==> src/rtl/fpga_loader_pkg.sv <==
package fpga_loader_pkg;

    typedef enum logic [3:0] {
        ST_IDLE,
        ST_RST_HOLD,
        ST_RST_CHECK,
        ST_HOUSEKEEP,
        ST_CS_GAP,
        ST_STREAM,
        ST_SHIFT,
        ST_LOAD_CHECK,
        ST_PAD,
        ST_PAD_SHIFT,
        ST_FINISH
    } ld_state_e;

    typedef enum logic [1:0] {
        ERR_NONE  = 2'd0,
        ERR_RESET = 2'd1,
        ERR_LOAD  = 2'd2,
        ERR_UNSUP = 2'd3
    } ld_err_e;

    // Microseconds to system cycles, rounded up so minimum times are met.
    function automatic longint unsigned us_to_cycles(longint unsigned clk_hz,
                                                     longint unsigned us);
        return (clk_hz * us + 64'd999_999) / 64'd1_000_000;
    endfunction

endpackage

==> src/rtl/loader_timer.sv <==
module loader_timer #(
    parameter int W = 18
) (
    input  logic         clk,
    input  logic         rst_n,
    input  logic         load,
    input  logic [W-1:0] value,
    output logic         zero
);
    logic [W-1:0] cnt;

    always_ff @(posedge clk) begin
        if (!rst_n) begin
            cnt <= '0;
        end else if (load) begin
            cnt <= value;
        end else if (cnt != '0) begin
            cnt <= cnt - 1'b1;
        end
    end

    assign zero = (cnt == '0);

endmodule

==> src/rtl/loader_shifter.sv <==
module loader_shifter #(
    parameter int HALF_DIV = 3
) (
    input  logic       clk,
    input  logic       rst_n,
    input  logic       load,
    input  logic [7:0] byte_i,
    output logic       sclk_o,
    output logic       mosi_o,
    output logic       fin_o
);
    localparam int DW = (HALF_DIV > 1) ? $clog2(HALF_DIV) : 1;

    logic          active;
    logic [7:0]    sreg;
    logic [DW-1:0] div;
    logic [3:0]    edges;
    logic          sclk_q;
    logic          fin_q;

    always_ff @(posedge clk) begin
        if (!rst_n) begin
            active <= 1'b0;
            sreg   <= '0;
            div    <= '0;
            edges  <= '0;
            sclk_q <= 1'b0;
            fin_q  <= 1'b0;
        end else begin
            fin_q <= 1'b0;
            if (load) begin
                active <= 1'b1;
                sreg   <= byte_i;
                div    <= '0;
                edges  <= '0;
                sclk_q <= 1'b0;
            end else if (active) begin
                if (div == DW'(HALF_DIV - 1)) begin
                    div    <= '0;
                    sclk_q <= ~sclk_q;
                    edges  <= edges + 4'd1;
                    if (sclk_q) begin
                        sreg <= {sreg[6:0], 1'b0};
                    end
                    if (edges == 4'd15) begin
                        active <= 1'b0;
                        fin_q  <= 1'b1;
                    end
                end else begin
                    div <= div + 1'b1;
                end
            end
        end
    end

    assign sclk_o = sclk_q;
    assign mosi_o = active & sreg[7];
    assign fin_o  = fin_q;

    // data is held steady across every rising clock edge
    assert_mosi_steady_R5: assert property (@(posedge clk) disable iff (!rst_n)
        $rose(sclk_o) |-> $stable(mosi_o));

    // a byte always ends with the clock back at its idle level
    assert_fin_idle_R5: assert property (@(posedge clk) disable iff (!rst_n)
        fin_o |-> !sclk_o);

endmodule

==> src/rtl/fpga_spi_loader.sv <==
module fpga_spi_loader
    import fpga_loader_pkg::*;
#(
    parameter longint unsigned CLK_HZ    = 125_000_000,
    parameter int              RESET_US  = 1,
    parameter int              HK_US     = 1200,
    parameter int              HALF_DIV  = 3,
    parameter int              PAD_BYTES = 7
) (
    input  logic       clk,
    input  logic       rst_n,
    input  logic       start_i,
    input  logic       partial_i,
    input  logic [7:0] s_data_i,
    input  logic       s_valid_i,
    input  logic       s_last_i,
    output logic       s_ready_o,
    input  logic       done_in_i,
    output logic       tgt_rst_n_o,
    output logic       spi_cs_n_o,
    output logic       spi_sclk_o,
    output logic       spi_mosi_o,
    output logic       busy_o,
    output logic       done_ok_o,
    output logic [1:0] err_o,
    output logic       operating_o
);
    localparam longint unsigned RST_CYC = us_to_cycles(CLK_HZ, 64'(RESET_US));
    localparam longint unsigned HK_CYC  = us_to_cycles(CLK_HZ, 64'(HK_US));
    localparam longint unsigned MAX_CYC = (HK_CYC > RST_CYC) ? HK_CYC : RST_CYC;
    localparam int TW = $clog2(MAX_CYC + 1);
    localparam int PW = (PAD_BYTES > 1) ? $clog2(PAD_BYTES) : 1;

    ld_state_e     state, state_n;
    ld_err_e       err_q;
    logic          ok_q;
    logic          last_q;
    logic [PW-1:0] pad_cnt;
    logic          done_m, done_s;

    logic          tmr_load;
    logic [TW-1:0] tmr_val;
    logic          tmr_zero;
    logic          sh_load;
    logic [7:0]    sh_byte;
    logic          sh_fin;

    // two-flop synchroniser for the target done line
    always_ff @(posedge clk) begin
        if (!rst_n) begin
            done_m <= 1'b0;
            done_s <= 1'b0;
        end else begin
            done_m <= done_in_i;
            done_s <= done_m;
        end
    end

    // state register and sequence bookkeeping
    always_ff @(posedge clk) begin
        if (!rst_n) begin
            state   <= ST_IDLE;
            err_q   <= ERR_NONE;
            ok_q    <= 1'b0;
            last_q  <= 1'b0;
            pad_cnt <= '0;
        end else begin
            state <= state_n;
            if (state == ST_IDLE && start_i) begin
                err_q <= partial_i ? ERR_UNSUP : ERR_NONE;
                ok_q  <= 1'b0;
            end
            if (state == ST_RST_CHECK && done_s) err_q <= ERR_RESET;
            if (state == ST_LOAD_CHECK && !done_s) err_q <= ERR_LOAD;
            if (state == ST_FINISH) ok_q <= 1'b1;
            if (state == ST_STREAM && s_valid_i) last_q <= s_last_i;
            if (state == ST_LOAD_CHECK) pad_cnt <= '0;
            if (state == ST_PAD_SHIFT && sh_fin) pad_cnt <= pad_cnt + 1'b1;
        end
    end

    // next state, timer and shifter control
    always_comb begin
        state_n  = state;
        tmr_load = 1'b0;
        tmr_val  = '0;
        sh_load  = 1'b0;
        sh_byte  = 8'h00;
        unique case (state)
            ST_IDLE: begin
                if (start_i && !partial_i) begin
                    state_n  = ST_RST_HOLD;
                    tmr_load = 1'b1;
                    tmr_val  = TW'(RST_CYC);
                end
            end
            ST_RST_HOLD:  if (tmr_zero) state_n = ST_RST_CHECK;
            ST_RST_CHECK: begin
                if (done_s) begin
                    state_n = ST_IDLE;
                end else begin
                    state_n  = ST_HOUSEKEEP;
                    tmr_load = 1'b1;
                    tmr_val  = TW'(HK_CYC);
                end
            end
            ST_HOUSEKEEP: if (tmr_zero) state_n = ST_CS_GAP;
            ST_CS_GAP:    state_n = ST_STREAM;
            ST_STREAM: begin
                if (s_valid_i) begin
                    sh_load = 1'b1;
                    sh_byte = s_data_i;
                    state_n = ST_SHIFT;
                end
            end
            ST_SHIFT:      if (sh_fin) state_n = last_q ? ST_LOAD_CHECK : ST_STREAM;
            ST_LOAD_CHECK: state_n = done_s ? ST_PAD : ST_IDLE;
            ST_PAD: begin
                sh_load = 1'b1;
                state_n = ST_PAD_SHIFT;
            end
            ST_PAD_SHIFT: begin
                if (sh_fin) state_n = (pad_cnt == PW'(PAD_BYTES - 1)) ? ST_FINISH : ST_PAD;
            end
            ST_FINISH: state_n = ST_IDLE;
            default:   state_n = ST_IDLE;
        endcase
    end

    // outputs decoded from state
    always_comb begin
        tgt_rst_n_o = (state != ST_RST_HOLD);
        spi_cs_n_o  = !(state inside {ST_RST_HOLD, ST_RST_CHECK, ST_HOUSEKEEP,
                                      ST_STREAM, ST_SHIFT, ST_LOAD_CHECK,
                                      ST_PAD, ST_PAD_SHIFT});
        busy_o      = (state != ST_IDLE);
        done_ok_o   = (state == ST_FINISH);
        s_ready_o   = (state == ST_STREAM);
        operating_o = (state == ST_IDLE) && ok_q && done_s;
        err_o       = err_q;
    end

    loader_timer #(.W(TW)) u_timer (
        .clk   (clk),
        .rst_n (rst_n),
        .load  (tmr_load),
        .value (tmr_val),
        .zero  (tmr_zero)
    );

    loader_shifter #(.HALF_DIV(HALF_DIV)) u_shifter (
        .clk    (clk),
        .rst_n  (rst_n),
        .load   (sh_load),
        .byte_i (sh_byte),
        .sclk_o (spi_sclk_o),
        .mosi_o (spi_mosi_o),
        .fin_o  (sh_fin)
    );

    assert_sclk_idle_R5: assert property (@(posedge clk) disable iff (!rst_n)
        spi_cs_n_o |-> !spi_sclk_o);

    assert_rst_with_cs_R2: assert property (@(posedge clk) disable iff (!rst_n)
        !tgt_rst_n_o |-> !spi_cs_n_o);

    assert_ready_in_window_R6: assert property (@(posedge clk) disable iff (!rst_n)
        s_ready_o |-> (tgt_rst_n_o && !spi_cs_n_o && !spi_sclk_o));

    assert_reset_fail_R3: assert property (@(posedge clk) disable iff (!rst_n)
        (state == ST_RST_CHECK && done_s) |=> (err_o == ERR_RESET && !busy_o));

    assert_load_fail_R7: assert property (@(posedge clk) disable iff (!rst_n)
        (state == ST_LOAD_CHECK && !done_s) |=> (err_o == ERR_LOAD && spi_cs_n_o));

    assert_ok_pulse_R8: assert property (@(posedge clk) disable iff (!rst_n)
        done_ok_o |=> !done_ok_o);

    assert_partial_R9: assert property (@(posedge clk) disable iff (!rst_n)
        (start_i && partial_i && !busy_o) |=> (tgt_rst_n_o && !busy_o));

    assert_err_hold_R10: assert property (@(posedge clk) disable iff (!rst_n)
        (!start_i && !busy_o) |=> $stable(err_o));

endmodule

==> config.mk <==
export PLATFORM = sky130hd
export DESIGN_NAME = fpga_spi_loader
export DESIGN_NICKNAME = d
export VERILOG_FILES = /design/src/rtl/fpga_loader_pkg.sv /design/src/rtl/loader_timer.sv /design/src/rtl/loader_shifter.sv /design/src/rtl/fpga_spi_loader.sv
export SDC_FILE = /design/constraint.sdc
export NUM_CORES = 1
export LEC_CHECK = 0
export ABC_AREA = 1
export BUFFER_PORTS_ARGS = -buffer_cell sky130_fd_sc_hd__buf_2
export CORE_MARGIN = 3
export CORE_UTILIZATION = 25
export CTS_CLUSTER_DIAMETER = 40
export CTS_CLUSTER_SIZE = 8
export DETAILED_ROUTE_END_ITERATION = 10
export PLACE_DENSITY_LB_ADDON = 0.05
export SLEW_MARGIN = 20
export SYNTH_ARGS = -nofsm -noshare
export SYNTH_HDL_FRONTEND = slang
export SYNTH_SLANG_ARGS = --single-unit
==> constraint.sdc <==
create_clock -name clk -period 3.3 [get_ports clk]
set_input_delay 0.165 -clock clk [delete_from_list [all_inputs] [get_ports clk]]
set_output_delay 0.165 -clock clk [all_outputs]
set_load 0.01 [all_outputs]
==> impl_metrics.tcl, run 1 <==
set metrics [dict create \
    finalWirelength_um 6420 \
    critPathMaxFanout 9 \
    netlist.area_leader.share_pct 37.0 \
    worstPathArrival_ns 2.00 \
    count_of_tritonroute_iterations_in_the_first_routing_pass 4 \
    max_slew.worst_pin.slew_ns 0.749 \
    total_of_cells_resized_after_clock_tree_synthesis 0 \
    critPathKind "flop to flop" \
    antenna_found_initial 0 \
    cts_max_path_buffers 2 \
    wire_per_inst_um 11.9 \
    combinationalPowerShare_pct 51.6 \
    final_max_slew_viol_count 0 \
    startpoint_type "flop" \
    maxClockFrequency_mhz 551 \
    die_width_um 108 \
    portBuffers 24 \
    fin_tns_setup_ns 0 \
    rows 36 \
    worst-r2r-cell-count 9 \
    start_util_pct 26.2 \
    grt_start_max_net_pins 21 \
    die_height_um 108 \
    areaGrowthSynthToFinish_pct 12.3 \
    ys_seq_area_share_pct 37.0 \
    die_area_sq_um 11600 \
    insertedDiodeCount 0 \
    syn-cell-area_sq_um 2590 \
    power_switching_uw 1140 \
    yosys-top-cells-count "sky130_fd_sc_hd__nand2_1 (89), sky130_fd_sc_hd__nor2_1 (61), sky130_fd_sc_hd__dfxtp_1 (48), sky130_fd_sc_hd__inv_1 (35), sky130_fd_sc_hd__a21oi_1 (31)" \
    drt-vias-per-instance 4.36 \
    min_delay_path_depth 3 \
    synth_ff_type "sky130_fd_sc_hd__dfxtp_1" \
    io-pin-count 25 \
    grt-ovfl-total 0 \
    rsz0062_at_grt "no" \
    final.fill_count 1118 \
    power.clock.fraction_pct 14.0 \
    irDropWorstVdd_mv 0.208 \
    hold_violations 0 \
    share_seq_of_total_power_pct 34.4 \
    overall_power_consumption_uw 2420 \
    dp_cells 530 \
    tritoncts "built" \
    min_from "done_in_i" \
    synth_edf_count 0 \
    synthDominantAreaCellType "sky130_fd_sc_hd__dfxtp_1" \
    clock-root-buffer "sky130_fd_sc_hd__clkbuf_8" \
    detailedPlacementHpwl_um 4930 \
    postRouteAntennaNets 0 \
    reg2reg_from "u_timer.cnt[0]$_SDFFE_PN0P_" \
    synthArstFlopShare_pct 0 \
    top_cells_by_area_synth "sky130_fd_sc_hd__dfxtp_1 (37%), sky130_fd_sc_hd__nand2_1 (13%), sky130_fd_sc_hd__nor2_1 (8.8%)" \
    synthesis.instances 380 \
    clock-sinks 48 \
    global_route_wire_length_before_repair_um 11000 \
    ctsHtreeMaxLevel 2 \
    number_of_remaining_drc_errors 0 \
    hp-class "input pin to flop" \
    synthesis.nets 399 \
    r2r_end "u_timer.cnt[8]$_SDFFE_PN0P_" \
    whs_endpoint "done_m$_SDFF_PN0_" \
    post_cts_hold_fix_bufs 0 \
    timing.final.setup_violations 0 \
    number_of_global_route_vias_before_repair 2266 \
    total_leakage_power_uw 0.00133 \
    critPathCaptureType "flop" \
    switching_share_pct 47.1 \
    layout_min_cycle_time_ns 1.81 \
    yosysWarningCount 0 \
    finish.net_count 423 \
    tritoncts.num_buffers 5 \
    critical_path_required_ns 3.49 \
    skew_ns 0.00772 \
    post_route_cells_drive_above_1_share_pct 15.3 \
    status "finished clean" \
    num_vias 2340 \
    netlist-cell-type-count 32 \
    post_synthesis_mean_instance_area_sq_um 6.83 \
    yosysMostFrequentCell "sky130_fd_sc_hd__nand2_1" \
    r2r_setup_slack_ns 1.49 \
    final_cells 537 \
    drt_first_iter_violations 78 \
    power.internal_uw 1280 \
    post-cts-setup-buffers 0 \
    powerDensity_nw_per_um2 830 \
    gp_congestion 0.811 \
    max_slew_margin_pct 50.0 \
    core_sq_um 9910 \
    insertion_delay_ns 0.29 \
    worst_setup_hold_path_clk_slew_ns 0.09 \
    ys_ff_latch 48 \
    drv_cap 0 \
    finalCritPeriodShare_pct 55.0 \
    track_usage_pct 11.8 \
]
## sequential cells by signal, indices dropped and copies added (netlist names), 2 cells and up
| register | count |
|---|---|
| err_o | 2 |
| pad_cnt | 3 |
| state | 4 |
| u_shifter.div | 2 |
| u_shifter.edges | 4 |
| u_shifter.sreg | 8 |
| u_timer.cnt | 18 |
## worst max path at each step
stage                                      startpoint                           to  depth (start not counted)
final                     u_timer.cnt[0]$_SDFFE_PN0P_  u_timer.cnt[8]$_SDFFE_PN0P_                          9
after global routing      u_timer.cnt[0]$_SDFFE_PN0P_  u_timer.cnt[8]$_SDFFE_PN0P_                          9
after CTS                 u_timer.cnt[0]$_SDFFE_PN0P_  u_timer.cnt[8]$_SDFFE_PN0P_                          9
after detailed placement  u_timer.cnt[0]$_SDFFE_PN0P_  u_timer.cnt[8]$_SDFFE_PN0P_                          9
after global placement    u_timer.cnt[0]$_SDFFE_PN0P_  u_timer.cnt[8]$_SDFFE_PN0P_                          9
after floorplan           u_timer.cnt[0]$_SDFFE_PN0P_        state[1]$_SDFFE_PN0P_                         11
## critical path: stages (launching register included)
cell,delay (ns)
sky130_fd_sc_hd__dfxtp_1,0.35
sky130_fd_sc_hd__inv_1,0.11
sky130_fd_sc_hd__ha_1,0.21
sky130_fd_sc_hd__inv_1,0.05
sky130_fd_sc_hd__nor2_1,0.08
sky130_fd_sc_hd__nand2_1,0.15
sky130_fd_sc_hd__nor2_4,0.22
sky130_fd_sc_hd__nand3_4,0.15
sky130_fd_sc_hd__o21ai_1,0.31
sky130_fd_sc_hd__nor2_1,0.08
## layer usage
| layer | track usage (%) | vias up | part of all wire [%] |
|---|---|---|---|
| li1 | - | 1256 | - |
| met1 | 15.3 | 1042 | 50 |
| met2 | 19.5 | 31 | 46 |
| met3 | 2.22 | 11 | 2.3 |
| met4 | 4.33 | 0 | 2.2 |
| met5 | 0 | - | 0 |
## cell usage in the layout, fill, tap and decap left out, types with 3 or more instances in the layout
master / count
sky130_fd_sc_hd__inv_2: 6
sky130_fd_sc_hd__nand3_1: 25
sky130_fd_sc_hd__a21oi_1: 31
sky130_fd_sc_hd__ha_1: 4
sky130_fd_sc_hd__nor2_2: 9
sky130_fd_sc_hd__xnor2_1: 3
sky130_fd_sc_hd__nand2_2: 4
sky130_fd_sc_hd__nand2_1: 89
sky130_fd_sc_hd__dfxtp_1: 48
sky130_fd_sc_hd__buf_2: 24
sky130_fd_sc_hd__nand2_4: 5
sky130_fd_sc_hd__xor2_1: 7
sky130_fd_sc_hd__o21ai_0: 10
sky130_fd_sc_hd__clkbuf_8: 5
sky130_fd_sc_hd__nand4_1: 3
sky130_fd_sc_hd__nor3_1: 6
sky130_fd_sc_hd__inv_1: 35
sky130_fd_sc_hd__nor2_1: 61
sky130_fd_sc_hd__nand3b_1: 4
sky130_fd_sc_hd__o21ai_1: 8
sky130_fd_sc_hd__nor2_4: 5
## area by class of cell
| class | instances | area [sq um] | area share (%) |
|---|---|---|---|
| Clock buffer | 6 | 72.6 | 2.49 |
| Sequential cell | 48 | 961 | 33.0 |
| Multi-Input combinational cell | 284 | 1440 | 49.2 |
| Timing Repair Buffer | 24 | 120 | 4.12 |
| Inverter | 41 | 154 | 5.28 |
| Tap cell | 133 | 166 | 5.71 |
| Clock inverter | 1 | 5.00 | 0.172 |
## power by group through the flow
| stage | registers (uW) | logic (uW) | clock network (uW) |
|---|---|---|---|
| after floorplan | 811 | 989 | 0 |
| after global placement | 847 | 1290 | 0 |
| after detailed placement | 845 | 1260 | 0 |
| after CTS | 832 | 1260 | 365 |
| after global routing | 851 | 1440 | 381 |
| final | 832 | 1250 | 338 |
## cell families after synthesis
logic type,after synthesis,share of synthesized area (%)
adders and majority gates,4,1.93
DFF,48,37.0
and+or+nand+nor,216,39.1
xor gates and xnor gates,10,3.38
buffers and inverters,48,7.62
AOI/OAI and AO/OA,54,10.9
## stage by stage
| step | utilization [%] | hold slack, ns | setup slack [ns] | instance area, sq um |
|---|---|---|---|---|
| after global routing | 29.4 | 0.0379 | 1.29 | 2910 |
| after floorplan | - | 0.263 | 1.76 | 2590 |
| after detailed placement | 28.6 | 0.349 | 1.48 | 2840 |
| final | 29.4 | 0.0432 | 1.49 | 2910 |
| after CTS | 29.4 | 0.0239 | 1.48 | 2910 |
| after global placement | 28.6 | 0.352 | 1.47 | 2840 |
Note: power is estimated with default switching activity, not from simulation.
==> run 2, diff against run 1 <==
Settings changed: ABC_AREA 1 to 0.
Clock period 3.3 ns to 1.9 ns, I/O delays scaled along.
==> run 2 against run 1 <==
Against the previous run: the flow now finishes with violations (negative setup slack); register-to-register slack got worse by 1.5 ns; routed wire length decreased by 3.2%; synthesized cell count is 26% lower; non-clock buffer count grew 32; combinational power is 83% higher; global-route usage fell by 0.32 points; worst setup slack got worse by 1.5 ns; sequential power increased by 65%; critical path depth down 4; critical endpoint is now u_timer.cnt[0]$_SDFFE_PN0P_; largest cell class unchanged.
==> impl_metrics.tcl, run 2 <==
set metrics [dict create \
    r2r_setup_slack_ns -0.02 \
    crit_slowest_cell "sky130_fd_sc_hd__or4_4" \
    maxClockFrequency_mhz 520 \
    status "finished with violations" \
    power.clock.fraction_pct 17.6 \
    violations "negative setup slack" \
    worstPathArrival_ns 2.14 \
    final.fill_count 1004 \
    skew_ns 0.00641 \
    number_of_remaining_drc_errors 0 \
    postLayoutCoreUtil_pct 33.1 \
    regMostFlops "u_timer.cnt" \
    cp_num_buf_inv 0 \
    placement.cell_area_sq_um 2880 \
    critPathMaxFanout 4 \
    switching_share_pct 38.4 \
    global_route.usage.met1_pct 15.6 \
    min_delay_path_depth 3 \
    worst-r2r-cell-count 5 \
    number_of_global_route_vias_before_repair 2159 \
    finalCritPeriodShare_pct 101 \
    yosys-top-cells-count "sky130_fd_sc_hd__dfxtp_1 (48), sky130_fd_sc_hd__nor2_1 (33), sky130_fd_sc_hd__nand2_1 (18), sky130_fd_sc_hd__a21oi_1 (16), sky130_fd_sc_hd__inv_1 (13)" \
    clock-root-buffer "sky130_fd_sc_hd__clkbuf_8" \
    tritoncts.num_buffers 5 \
    final_max_slew_viol_count 0 \
    design_area_sq_um 3090 \
    multiInputGateArea_sq_um 1410 \
    yosysWarningCount 0 \
    area.sequential_sq_um 963 \
    die_height_um 105 \
    total_leakage_power_uw 0.00115 \
    gp_congestion 0.731 \
    finalWirelength_um 6210 \
    crit_chain "or4_4, or3_4, or2_4, xnor2_1, o31ai_1" \
    layout_min_cycle_time_ns 1.92 \
    rsz0062_at_grt "yes" \
    antenna_found_initial 0 \
    timing.final.setup_violations 5 \
    power.internal_uw 2730 \
    post_synthesis_mean_instance_area_sq_um 8.59 \
    whs_endpoint "u_shifter.sreg[0]$_SDFFE_PN0P_" \
    die_area_sq_um 10900 \
    hp-class "input pin to flop" \
    num_vias 2149 \
    grt_use_met2_pct 18.7 \
    syn-cell-area_sq_um 2430 \
    critPathCaptureType "flop" \
    wire_per_inst_um 13.5 \
    global_route_wire_length_before_repair_um 10400 \
    cts_max_path_buffers 2 \
    insertedDiodeCount 0 \
    top_cells_by_area_synth "sky130_fd_sc_hd__dfxtp_1 (40%), sky130_fd_sc_hd__nor2_1 (5.1%), sky130_fd_sc_hd__a21oi_1 (3.3%)" \
    core_sq_um 9330 \
    synthesis.nets 302 \
    powerDensity_nw_per_um2 1440 \
    drt_first_iter_violations 69 \
    netlist.area_leader.share_pct 39.5 \
    synthesis.instances 283 \
    track_usage_pct 11.5 \
    irDropWorstVdd_mv 0.391 \
    grt-ovfl-total 0 \
    areaGrowthSynthToFinish_pct 27.1 \
    min_from "s_data_i[0]" \
    critPathKind "flop to flop" \
    yosysMostFrequentCell "sky130_fd_sc_hd__dfxtp_1" \
    critical-path-max-stage-delay_ns 0.53 \
    grt.met3_usage_pct 2.41 \
    max_slew_margin_pct 75.4 \
    setup_ws_ns -0.0226 \
    synthDominantAreaCellType "sky130_fd_sc_hd__dfxtp_1" \
    startpoint_type "flop" \
    start_util_pct 26.1 \
    mostFrequentLayoutCell "sky130_fd_sc_hd__dfxtp_1" \
    critical_path_required_ns 2.11 \
    insertion_delay_ns 0.30 \
    combinationalPowerShare_pct 51.6 \
    critPathTopFamily "simple AND/OR/NAND/NOR gates" \
    die_width_um 105 \
    drv_cap 0 \
    netlist-cell-type-count 52 \
    synthArstFlopShare_pct 0 \
    share_seq_of_total_power_pct 30.8 \
    largest_register_ffs 18 \
    detailedPlacementHpwl_um 4520 \
    r2r_end "u_timer.cnt[0]$_SDFFE_PN0P_" \
    postRouteAntennaNets 0 \
    max_slew.worst_pin.slew_ns 0.368 \
    drt-vias-per-instance 4.66 \
    rows 35 \
    fin_tns_setup_ns -0.0569 \
    finish.net_count 350 \
    clock-sinks 48 \
    power_switching_uw 1710 \
    post_route_cells_drive_above_1_share_pct 26.2 \
    hold_violations 0 \
    ctsHtreeMaxLevel 2 \
    grt_start_max_net_pins 22 \
    portBuffers 24 \
    highest_count_cells_in_the_layout_ignoring_fill_and_taps "sky130_fd_sc_hd__dfxtp_1 (46), sky130_fd_sc_hd__nor2_1 (33), sky130_fd_sc_hd__buf_4 (27), sky130_fd_sc_hd__buf_2 (24), sky130_fd_sc_hd__nand2_1 (18)" \
    tritoncts "built" \
    reg_top3 "u_timer.cnt: 18 flops, u_shifter.sreg: 8 flops" \
    ys_seq_area_share_pct 39.5 \
    most_heavily_used_metal_layer_in_global_routing "met2" \
    ys_ff_latch 48 \
    worst_setup_hold_path_clk_slew_ns 0.10 \
    synth_ff_type "sky130_fd_sc_hd__dfxtp_1" \
    count_of_tritonroute_iterations_in_the_first_routing_pass 4 \
    reg2reg_from "u_timer.cnt[12]$_SDFFE_PN0P_" \
    io-pin-count 25 \
    synth_edf_count 0 \
]
-- run 2: cell types whose count changed after synthesis, moves of 7 or more --
cell	previous run	this run
sky130_fd_sc_hd__nor2_1	61	33
sky130_fd_sc_hd__o21ai_1	8	1
sky130_fd_sc_hd__a22oi_1	0	7
sky130_fd_sc_hd__clkbuf_1	3	11
sky130_fd_sc_hd__nand3_1	25	9
sky130_fd_sc_hd__a21oi_1	31	16
sky130_fd_sc_hd__o21a_1	0	8
sky130_fd_sc_hd__nor2_2	9	0
sky130_fd_sc_hd__inv_1	35	13
sky130_fd_sc_hd__nand2_1	89	18
sky130_fd_sc_hd__a211oi_1	0	8
sky130_fd_sc_hd__and2_1	0	8
-- run 2: worst max-delay path by stage --
stage | cells after the start | slack [ns] | to | from
after floorplan | 6 | -0.06 | u_timer.cnt[0]$_SDFFE_PN0P_ | u_timer.cnt[12]$_SDFFE_PN0P_
after global placement | 6 | -0.07 | u_timer.cnt[7]$_SDFFE_PN0P_ | u_timer.cnt[12]$_SDFFE_PN0P_
after detailed placement | 6 | -0.08 | u_timer.cnt[8]$_SDFFE_PN0P_ | u_timer.cnt[12]$_SDFFE_PN0P_
after CTS | 5 | -0.03 | u_timer.cnt[0]$_SDFFE_PN0P_ | u_timer.cnt[12]$_SDFFE_PN0P_
after global routing | 6 | -0.08 | state[2]$_SDFFE_PN0P_ | u_timer.cnt[12]$_SDFFE_PN0P_
final | 5 | -0.02 | u_timer.cnt[0]$_SDFFE_PN0P_ | u_timer.cnt[12]$_SDFFE_PN0P_
-- run 2: tightest hold or removal path, delay by kind of cell --
kind / cells / cell delay (ns)
buffers and inverters: 1 / 0.09
AO/OA/AOI/OAI: 1 / 0.05
AND/OR/NAND/NOR: 1 / 0.05
-- run 2: per-stage QoR --
step                total power (uW)  setup WS (ns)  std cells  hold slack (ns)
floorplan                       2710        -0.0616        283            0.217
global placement                3460        -0.0669        451            0.309
detailed placement              3450        -0.0759        451            0.317
CTS                             4390        -0.0302        460           0.0128
global route                    4760        -0.0761        461           0.0194
finish                          4440        -0.0226        461           0.0291
-- run 2: cell type report --
cell class | instances | share of cell area [%]
inverters | 13 | 1.58
clock inverters | 3 | 1.50
multi-input cells | 207 | 45.5
well taps | 129 | 5.22
flip-flops and latches | 48 | 31.2
clock buffers | 5 | 2.23
repair buffers | 56 | 12.8
-- run 2: cell families after synthesis --
kind of cell	count (synthesis)	share of synthesized area, %
AOI/OAI and AO/OA	69	20.4
DFF	48	39.5
and+or+nand+nor	117	27.0
xor gates and xnor gates	16	5.76
muxes	1	0.412
buffers and inverters	28	4.79
adders and majority gates	4	2.06
-- run 2: what timing repair did --
action	4_1_cts	5_1_grt
endpoints found under the hold margin	1	0
pin swaps	6	14
resized for setup	6	7
buffers inserted	0	1
setup endpoints to repair	16	14
hold buffers	1	0
-- run 2: layer usage --
layer / vias to the layer above / part of all wire, %
met5: - / 0
met4: 0 / 0.85
met3: 4 / 2.9
met2: 34 / 45
met1: 1010 / 51
li1: 1101 / -
-- run 2: power by group through the flow --
stage	logic (uW)	clock network (uW)	registers, uW
floorplan	1360	0	1350
global placement	2070	0	1390
detailed placement	2060	0	1390
CTS	2200	820	1370
global route	2520	852	1390
finish	2290	782	1370
==> run 3, diff against run 2 <==
Settings changed: CTS_BUF_LIST set to sky130_fd_sc_hd__clkbuf_4, MAX_ROUTING_LAYER set to met4.
==> run 3 against run 2 <==
Against the previous run: the flow still finishes with violations (negative setup slack); hold slack improved by 0.012 ns; count of clock-buffer cells in the layout stayed put; largest power group unchanged; via count is 0.14% higher.
==> impl_metrics.tcl, run 3 (synthesis results as in run 2) <==
set metrics [dict create \
    status "finished with violations" \
    violations "negative setup slack" \
    io-pin-count 25 \
    r2r_setup_slack_ns -0.06 \
    final.fill_count 1011 \
    largest_register_ffs 18 \
    worstPathArrival_ns 2.25 \
    drt-vias-per-instance 4.65 \
    clock-sinks 48 \
    gp_congestion 0.740 \
    irDropWorstVdd_mv 0.390 \
    timing.final.setup_violations 7 \
    num_vias 2152 \
    multiInputGateArea_sq_um 1410 \
    preCtsSetupSlack_ns -0.0759 \
    finalCritPeriodShare_pct 103 \
    antenna_found_initial 0 \
    finalWirelength_um 6150 \
    die_height_um 105 \
    global_route_wire_length_before_repair_um 10400 \
    post_route_cells_drive_above_1_share_pct 25.7 \
    clock-root-buffer "sky130_fd_sc_hd__clkbuf_4" \
    portBuffers 24 \
    critPathKind "flop to flop" \
    worst-r2r-cell-count 5 \
    startpoint_type "flop" \
    number_of_global_route_vias_before_repair 2164 \
    rsz0062_at_grt "yes" \
    regMostFlops "u_timer.cnt" \
    design_area_sq_um 3080 \
    die_width_um 105 \
    count_of_tritonroute_iterations_in_the_first_routing_pass 4 \
    start_util_pct 26.1 \
    maxClockFrequency_mhz 509 \
    grt_start_max_net_pins 22 \
    postRouteAntennaNets 0 \
    detailedPlacementHpwl_um 4520 \
    ctsHtreeMaxLevel 2 \
    finish.net_count 352 \
    reg_top3 "u_timer.cnt: 18 flops, u_shifter.sreg: 8 flops" \
    grt-ovfl-total 0 \
    critPathCaptureType "flop" \
    setup_ws_ns -0.0639 \
    track_usage_pct 11.9 \
    wire_per_inst_um 13.3 \
    layout_min_cycle_time_ns 1.96 \
    area.sequential_sq_um 962 \
    critical_path_required_ns 2.19 \
    final_max_slew_viol_count 0 \
    tritoncts.num_buffers 5 \
    max_slew_margin_pct 76.0 \
    insertion_delay_ns 0.37 \
    critPathMaxFanout 4 \
    max_slew.worst_pin.slew_ns 0.359 \
    cts_max_path_buffers 2 \
    die_area_sq_um 10900 \
    final_cells 463 \
    powerDensity_nw_per_um2 1400 \
    hold_violations 0 \
    total_leakage_power_uw 0.00115 \
    areaGrowthSynthToFinish_pct 26.6 \
    min_delay_path_depth 3 \
    hp-class "input pin to flop" \
    rows 35 \
    number_of_remaining_drc_errors 0 \
    insertedDiodeCount 0 \
    drt_first_iter_violations 70 \
    tritoncts "built" \
    dp_cells 451 \
    placement.cell_area_sq_um 2880 \
    skew_ns 0.0171 \
    drv_cap 0 \
    mostFrequentLayoutCell "sky130_fd_sc_hd__dfxtp_1" \
    core_sq_um 9330 \
    worst_setup_hold_path_clk_slew_ns 0.16 \
    highest_count_cells_in_the_layout_ignoring_fill_and_taps "sky130_fd_sc_hd__dfxtp_1 (47), sky130_fd_sc_hd__nor2_1 (33), sky130_fd_sc_hd__buf_4 (27), sky130_fd_sc_hd__buf_2 (24), sky130_fd_sc_hd__nand2_1 (18)" \
]
[run 3: layout make-up]
class / count / share of cell area (%)
clock buffers: 5 / 1.22
repair buffers: 58 / 13.2
multi-input cells: 207 / 46.0
inverters: 13 / 1.59
flip-flops and latches: 48 / 31.3
well taps: 129 / 5.25
clock inverters: 3 / 1.50
[run 3: layer usage]
layer	vias up	GRT usage, %	part of all wire (%)
met2	28	18.8	46
met3	5	2.41	2.8
met4	0	3.09	0.94
met1	1016	15.5	50
li1	1103	-	-
met5	-	-	0
[run 3: final timing paths]
path                                 from                     endpoint
max          u_timer.cnt[12]$_SDFFE_PN0P_  u_timer.cnt[0]$_SDFFE_PN0P_
min                               start_i        err_o[0]$_SDFFE_PP0P_
max reg2reg  u_timer.cnt[12]$_SDFFE_PN0P_  u_timer.cnt[0]$_SDFFE_PN0P_
min reg2reg             done_m$_SDFF_PN0_            done_s$_SDFF_PN0_
[run 3: power breakdown]
group	switching, uW	total (uW)	internal [uW]	leakage [uW]
Sequential	194	1380	1180	0.000391
Combinational	1130	2270	1150	0.000714
Clock	373	655	282	0.0000418
Total	1690	4310	2610	0.00115
[run 3: what timing repair did]
| action | 4_1_cts | 5_1_grt |
|---|---|---|
| setup buffers | 0 | 1 |
| pin swaps | 6 | 17 |
| hold buffers | 3 | 0 |
| endpoints found under the setup margin | 17 | 16 |
| endpoints found under the hold margin | 3 | 0 |
| resized for setup | 7 | 7 |
[run 3: critical path, cell delays in order (launching register included)]
cell and delay (ns):
sky130_fd_sc_hd__dfxtp_2 0.35, sky130_fd_sc_hd__or4_4 0.53, sky130_fd_sc_hd__or3_4 0.38, sky130_fd_sc_hd__or2_4 0.29, sky130_fd_sc_hd__xnor2_1 0.13, sky130_fd_sc_hd__o31ai_1 0.19
[run 3: metrics by stage]
stage	TNS (ns)	hold WS (ns)	utilization, %	power [uW]
4_1_cts	-0.287	0.0274	32.5	4240
3_3_place_gp	-0.550	0.309	30.9	3460
6_report	-0.138	0.0407	33.0	4310
5_1_grt	-0.790	0.0447	33.0	4630
2_1_floorplan	-0.0727	0.217	-	2710
3_5_place_dp	-0.713	0.317	30.9	3450
